===== src/rtl/folded_ref_pwm.sv =====
module folded_ref_pwm #(
  parameter int PEAK = 4000,
  parameter int RW   = 16,
  parameter int CW   = $clog2(PEAK + 1)
) (
  input  logic                 clk,
  input  logic                 rst,
  input  logic signed [RW-1:0] ref_in,
  input  logic        [CW-1:0] amp_in,
  output logic        [CW-1:0] carrier_o,
  output logic                 valley_o,
  output logic                 pwm_o,
  output logic                 level_o,
  output logic                 neg_o
);
  localparam int PW = RW - 1 + CW;
  localparam logic [CW-1:0] PEAK_C = CW'(PEAK);
  localparam logic [CW-1:0] HALF_C = CW'(PEAK / 2);
  localparam logic [RW-2:0] MAXPOS = '1;

  logic [CW-1:0] cnt;
  logic          up;

  always_ff @(posedge clk) begin
    if (rst) begin
      cnt <= '0;
      up  <= 1'b1;
    end else if (up) begin
      cnt <= cnt + 1'b1;
      if (cnt == PEAK_C - 1'b1) up <= 1'b0;
    end else begin
      cnt <= cnt - 1'b1;
      if (cnt == CW'(1)) up <= 1'b1;
    end
  end

  logic [RW-1:0] neg_ref;
  logic [RW-2:0] absval;
  logic [PW-1:0] prod;
  logic [CW-1:0] scaled, mag, clampv;
  logic signed [CW+2:0] fold;
  logic [CW-1:0] mref_n;

  assign neg_ref = -ref_in;
  assign absval  = !ref_in[RW-1]        ? ref_in[RW-2:0] :
                   (ref_in[RW-2:0] == '0) ? MAXPOS : neg_ref[RW-2:0];
  assign prod    = PW'(absval) * PW'(amp_in);
  assign scaled  = prod[PW-1:RW-1];
  assign mag     = (scaled > PEAK_C) ? PEAK_C : scaled;
  assign clampv  = (mag > HALF_C) ? HALF_C : mag;
  assign fold    = $signed({1'b0, clampv, 2'b00}) - $signed({2'b00, mag, 1'b0});
  assign mref_n  = fold[CW+2] ? '0 :
                   (fold[CW+1:0] > {2'b00, PEAK_C}) ? PEAK_C : fold[CW-1:0];

  logic [CW-1:0] mref_q;
  logic          lvl_q, neg_q;

  always_ff @(posedge clk) begin
    if (rst) begin
      mref_q <= '0;
      lvl_q  <= 1'b0;
      neg_q  <= 1'b0;
    end else if (cnt == '0) begin
      mref_q <= mref_n;
      lvl_q  <= mag > HALF_C;
      neg_q  <= ref_in[RW-1];
    end
  end

  assign carrier_o = cnt;
  assign valley_o  = (cnt == '0);
  assign pwm_o     = mref_q > cnt;
  assign level_o   = lvl_q;
  assign neg_o     = neg_q;

  assert_carrier_step_R1: assert property (@(posedge clk) disable iff (rst)
    1'b1 |=> ({1'b0, cnt} == {1'b0, $past(cnt)} + 1'b1) ||
             ({1'b0, $past(cnt)} == {1'b0, cnt} + 1'b1));

  assert_carrier_bound_R1: assert property (@(posedge clk) disable iff (rst)
    cnt <= PEAK_C);

  assert_valley_exit_R2: assert property (@(posedge clk) disable iff (rst)
    valley_o |=> carrier_o == CW'(1));

  assert_hold_mid_period_R3: assert property (@(posedge clk) disable iff (rst)
    (cnt != '0) |=> $stable(mref_q) && $stable(lvl_q) && $stable(neg_q));

  assert_fold_range_R7: assert property (@(posedge clk) disable iff (rst)
    mref_q <= PEAK_C);

  assert_upper_band_below_peak_R5: assert property (@(posedge clk) disable iff (rst)
    lvl_q |-> mref_q < PEAK_C);
endmodule


===== config.mk =====
export PLATFORM = sky130hd
export DESIGN_NAME = folded_ref_pwm
export DESIGN_NICKNAME = d
export VERILOG_FILES = /design/src/rtl/folded_ref_pwm.sv
export SDC_FILE = /design/constraint.sdc
export NUM_CORES = 1
export LEC_CHECK = 0
export ABC_AREA = 1
export BUFFER_PORTS_ARGS = -buffer_cell sky130_fd_sc_hd__buf_2
export CAP_MARGIN = 20
export CORE_MARGIN = 1
export CORE_UTILIZATION = 29
export DETAILED_ROUTE_END_ITERATION = 8
export PLACE_DENSITY = 0.45
export SLEW_MARGIN = 20
export SYNTH_ARGS = -nofsm -noshare
export SYNTH_HDL_FRONTEND = slang
export SYNTH_SLANG_ARGS = --single-unit

===== constraint.sdc =====
create_clock -name clk -period 10.05 [get_ports clk]
set_input_delay 2.01 -clock clk [delete_from_list [all_inputs] [get_ports clk]]
set_output_delay 2.01 -clock clk [all_outputs]
set_load 0.01 [all_outputs]

---- Word level (Yosys, flattened, before mapping) ----
Index checks and enable logic that the tools add are counted.
operators by class
  add/sub/neg operators ................... 4
  $mul .................................... 1
  order comparisons ....................... 4
  equal/unequal tests ..................... 2
  mux-type cells .......................... 10
  reduce and logical (&&, ||, !) cells .... 2
operators by type and width
  operator                 count
  $mux W12                 5
  $mux W15                 2
  $mul A15 B12 Y27         1
  $logic_not A15 Y1        1
  $neg A15 Y15             1
  $sub A14 B13 Y15         1
  $gt A14 B12 Y1 const B   1
  $add A12 B1 Y12 const B  1
  $eq A12 B1 Y1 const B    1
  $eq A12 B12 Y1 const B   1
  $gt A12 B11 Y1 const B   1
  $gt A12 B12 Y1           1
  $gt A12 B12 Y1 const B   1
  $logic_not A12 Y1        1
  $sub A12 B1 Y12 const B  1
  $mux W1                  3
storage, ports and cells
  flip-flop bits (word level) ............. 27
  input port bits ......................... 30
  output and inout port bits .............. 16
  logic and storage cells ................. 28

---- Logic depth before layout (Yosys ltp) ----
  word-level depth ........................ 12
  mapped depth ............................ 57
  depth with buffers taken out ............ 56

---- Worst setup path before layout ----
No wires, ideal clock.
  path kind ............................... input -> register
  start ................................... in ref_in[0]
  end ..................................... reg mref_q[5]
  setup time .............................. 0.132 ns
  data arrival time ....................... 10.169 ns
  required time ........................... 9.918 ns
  path slack .............................. -0.251 ns
  cell stages on the path ................. 48
  buffers on the path ..................... 2
  cells stage by stage .................... inv_1 -> ha_1 -> nand2_2 -> nor2_4 -> inv_1 -> nor4_1 -> inv_1 -> nor2_1 -> a21oi_1 -> o21ai_0 -> clkbuf_1 -> nand2_1 -> fa_1 -> fa_1 -> inv_1 -> fa_1 -> fa_1 -> inv_1 -> [12 not listed] -> nand2_1 -> nor2_1 -> o21ai_0 -> nand2_1 -> inv_1 -> nor2_1 -> ha_1 -> a21oi_1 -> o21ai_0 -> a21oi_1 -> nand2_2 -> nand2_1 -> a21oi_1 -> nor3_4 -> buf_6 -> nand3_1 -> nand2_1 -> a21oi_1
on the way
  longest elaborated chain between the ends .. 12
  elaborated cells between the ends (all ways) .. 13
  classes of those cells .................. add/sub (2); mul (1); order compare (3); mux (6); reduce/logical (1)
RTL lines
  what                                                      RTL line  source
  start, declared                                           8         input logic signed [RW-1:0] ref_in,
  $neg A15 Y15 / $logic_not A15 Y1 (equally long branches)  44, 46
  $mux W15                                                  46        (ref_in[RW-2:0] == '0) ? MAXPOS : neg_ref[RW-2:0];
  $mux W15 *                                                45        assign absval = !ref_in[RW-1] ? ref_in[RW-2:0] :
  $mul A15 B12 Y27 *                                        47        assign prod = PW'(absval) * PW'(amp_in);
  $gt A12 B12 Y1                                            49        assign mag = (scaled > PEAK_C) ? PEAK_C : scaled;
  $mux W12 *                                                49
  $gt A12 B11 Y1                                            50        assign clampv = (mag > HALF_C) ? HALF_C : mag;
  $mux W12                                                  50
  $sub A14 B13 Y15 *                                        51        assign fold = $signed({1'b0, clampv, 2'b00}) - $signed({2'b00, mag, 1'b0});
  $gt A14 B12 Y1                                            53        (fold[CW+1:0] > {2'b00, PEAK_C}) ? PEAK_C : fold[CW-1:0];
  $mux W12                                                  53
  $mux W12 *                                                52        assign mref_n = fold[CW+2] ? '0 :
  end signal, assigned                                      64        mref_q <= mref_n;
  end, declared                                             55        logic [CW-1:0] mref_q;
Mark *: on every way between the ends. The rest lies on a longest branch, timed or not.
A chain may end at the register's enable or synchronous reset.

---- Final worst setup path ----
Ends and elaborated chain as after synthesis.

==> results.json <==
{
  "maxCapViolations": 0,
  "critPathArrivalTime_ps": 9820,
  "die_area_sq_mm": 0.03028,
  "outcome": "finished clean",
  "worstSetupPathType": "in -> reg",
  "seq_area_sq_um": 520.5,
  "wl_per_cell_um": 13.58,
  "drive_gt1_share_pct": 32.70,
  "cts.reportedPaths.clkPinSlew_ps": 60,
  "place.port_buffers": 45,
  "grt_pass1_wl_um": 42230,
  "final_nets": 1716,
  "worst_setup_path_end_kind": "flop",
  "worst_path_max_delay_cell": "fa_1",
  "antenna_left": 0,
  "required_ps": 10190,
  "firstDrtPassIters": 4,
  "grt_pass1_vias": 8626,
  "pre_cts_ws_ps": -573.3,
  "grt_usage_pct": 17.04,
  "tns_ps": 0,
  "hold_viol_final": 0,
  "synth_top_area_share_pct": 30.10,
  "vias": 8426,
  "start_util_pct": 29.65,
  "ctsHoldBuffers": 0,
  "cp_slowest_stage_delay_ps": 590,
  "ys_seq_area_share_pct": 6.066,
  "antenna_cells": 0,
  "clockBufferDepth": 2,
  "synth_cell_type_count": 46,
  "synth_flop_cell": "dfxtp_1",
  "fp.dieH_um": 174.0,
  "clk-insertion-delay-late_ps": 260,
  "gp_congestion": 0.8411,
  "drt-total-wl_um": 25150,
  "drv_slew": 0,
  "ios": 46,
  "layout_setup_ws_ps": 368.0,
  "synth_area_sq_mm": 0.008581,
  "yosysWarnings": 0,
  "antenna_found_initial": 0,
  "cts_max_level": 1,
  "grt_max_degree": 15,
  "coreArea_sq_mm": 0.02894,
  "grt-ovfl-total": 0,
  "fillCellCount": 3044,
  "rsz0062_at_grt": "true",
  "ys_seq_elements": 26,
  "synth_largest_area_cell": "fa_1",
  "relSlewSlack_pct": 61.67,
  "synth_area_leaders": "fa_1, nand2_1, ha_1",
  "cp_max_fo": 6,
  "synth-edff-count": 0,
  "cts-buffers-inserted": 3,
  "startpoint_type": "input port",
  "synth.avg_cell_area_sq_um": 6.903,
  "hp-class": "reg -> reg",
  "synth_common_cells": "nand2_1, inv_1, fa_1, nor2_1, ha_1",
  "postSynthNetCount": 1489,
  "instances_no_fill": 1852,
  "cpMostUsedCell": "nand2_2",
  "syn_inst": 1243,
  "setup_viol": 0,
  "cts_sinks": 26,
  "hpwl_um": 21560,
  "multi_input_area_sq_mm": 0.007885,
  "die_x_um": 174.0,
  "tritoncts": "done",
  "num_rows": 62,
  "fmax_ghz": 0.1033,
  "syn2layout_area_growth_pct": 39.08,
  "yosys.cell_count.top_type": "nand2_1",
  "dpl.cell_count": 1819,
  "cts_root_buffer": "clkbuf_16",
  "period_needed_ps": 9682,
  "async_flop_share_pct": 0,
  "finalClockSkew_ps": 6.127,
  "vias_per_cell": 4.550,
  "post-route-period-util_pct": 96.34,
  "drtIter0Drc": 390,
  "drc": 0,
  "worstMarginPinSlew_ps": 573.3
}
-- layer usage --
layer | vias up | GRT usage (%) | part of all wire [%]
met2 | 113 | 29.00 | 47
met3 | 14 | 1.772 | 3.3
li1 | 4249 | - | -
met4 | 0 | 1.499 | 0.87
met1 | 4050 | 24.04 | 49
met5 | - | 0 | 0
-- stage by stage --
step	utilization [%]	instance area [sq um]	hold WS, ps
final	41.24	11930	472.5
after global routing	41.24	11930	495.9
after CTS	37.40	10820	472.1
after detailed placement	36.35	10520	462.1
after global placement	36.35	10520	464.0
after floorplan	-	8606	443.0
-- state kept, by name, indices dropped and copies added, names as in the netlist --
signal	count
mref_q	11
level_o	1
up	1
neg_o	1
carrier_o	12
-- path summary, 6_finish.rpt --
path	from	to	slack, ps	cells past startpoint
worst max-delay path	ref_in[0]	mref_q[5]	370	49
worst min-delay path	mref_q[9]	mref_q[9]	470	2
worst max register to register	carrier_o[10]	mref_q[1]	7880	9
worst min register to register	mref_q[9]	mref_q[9]	470	2
-- layout by cell type (no fill, tap or decap), types with 19 or more instances in the layout --
master,instances
buf_4,181
buf_6,19
a21oi_1,37
o21ai_0,28
buf_2,42
inv_1,261
nand2_2,44
fa_1,121
a21oi_2,27
nand3_1,37
inv_2,25
ha_1,63
nor2_1,87
dfxtp_1,26
ha_4,23
nand2_1,263
-- cell type report --
cell class	instances	share of cell area, %
timing repair buffer	246	15.57
sequential	26	4.362
clock buffer	3	0.6291
inverter	292	9.342
multi-input combinational	901	66.07
tap	384	4.026
-- worst max-delay path, delay by kind of cell --
kind            cells  cell delay, ps
fa+ha+maj           8            3330
simple gates       21            2040
buf+inv            12            1300
compound gates      7             900
xor+xnor            1             240
-- what timing repair did --
item,CTS,global route
gates cloned,1,0
gates resized for setup,42,229
setup endpoints to repair,11,11
pin swaps,18,113
setup buffers,8,22
-- logic make-up (layout without fill, tap and decap cells) --
family / after synthesis / in the layout / share of synthesized area [%]
compound gates: 135 / 135 / 8.968
simple gates: 537 / 538 / 26.93
xor+xnor: 12 / 12 / 1.225
flops: 26 / 26 / 6.066
fa+ha+maj: 216 / 216 / 42.78
buf+inv: 317 / 541 / 14.03
Power is left out: the tool's default activity adds up to more than one toggle a clock period on the data nets, which glitch-free logic cannot reach.
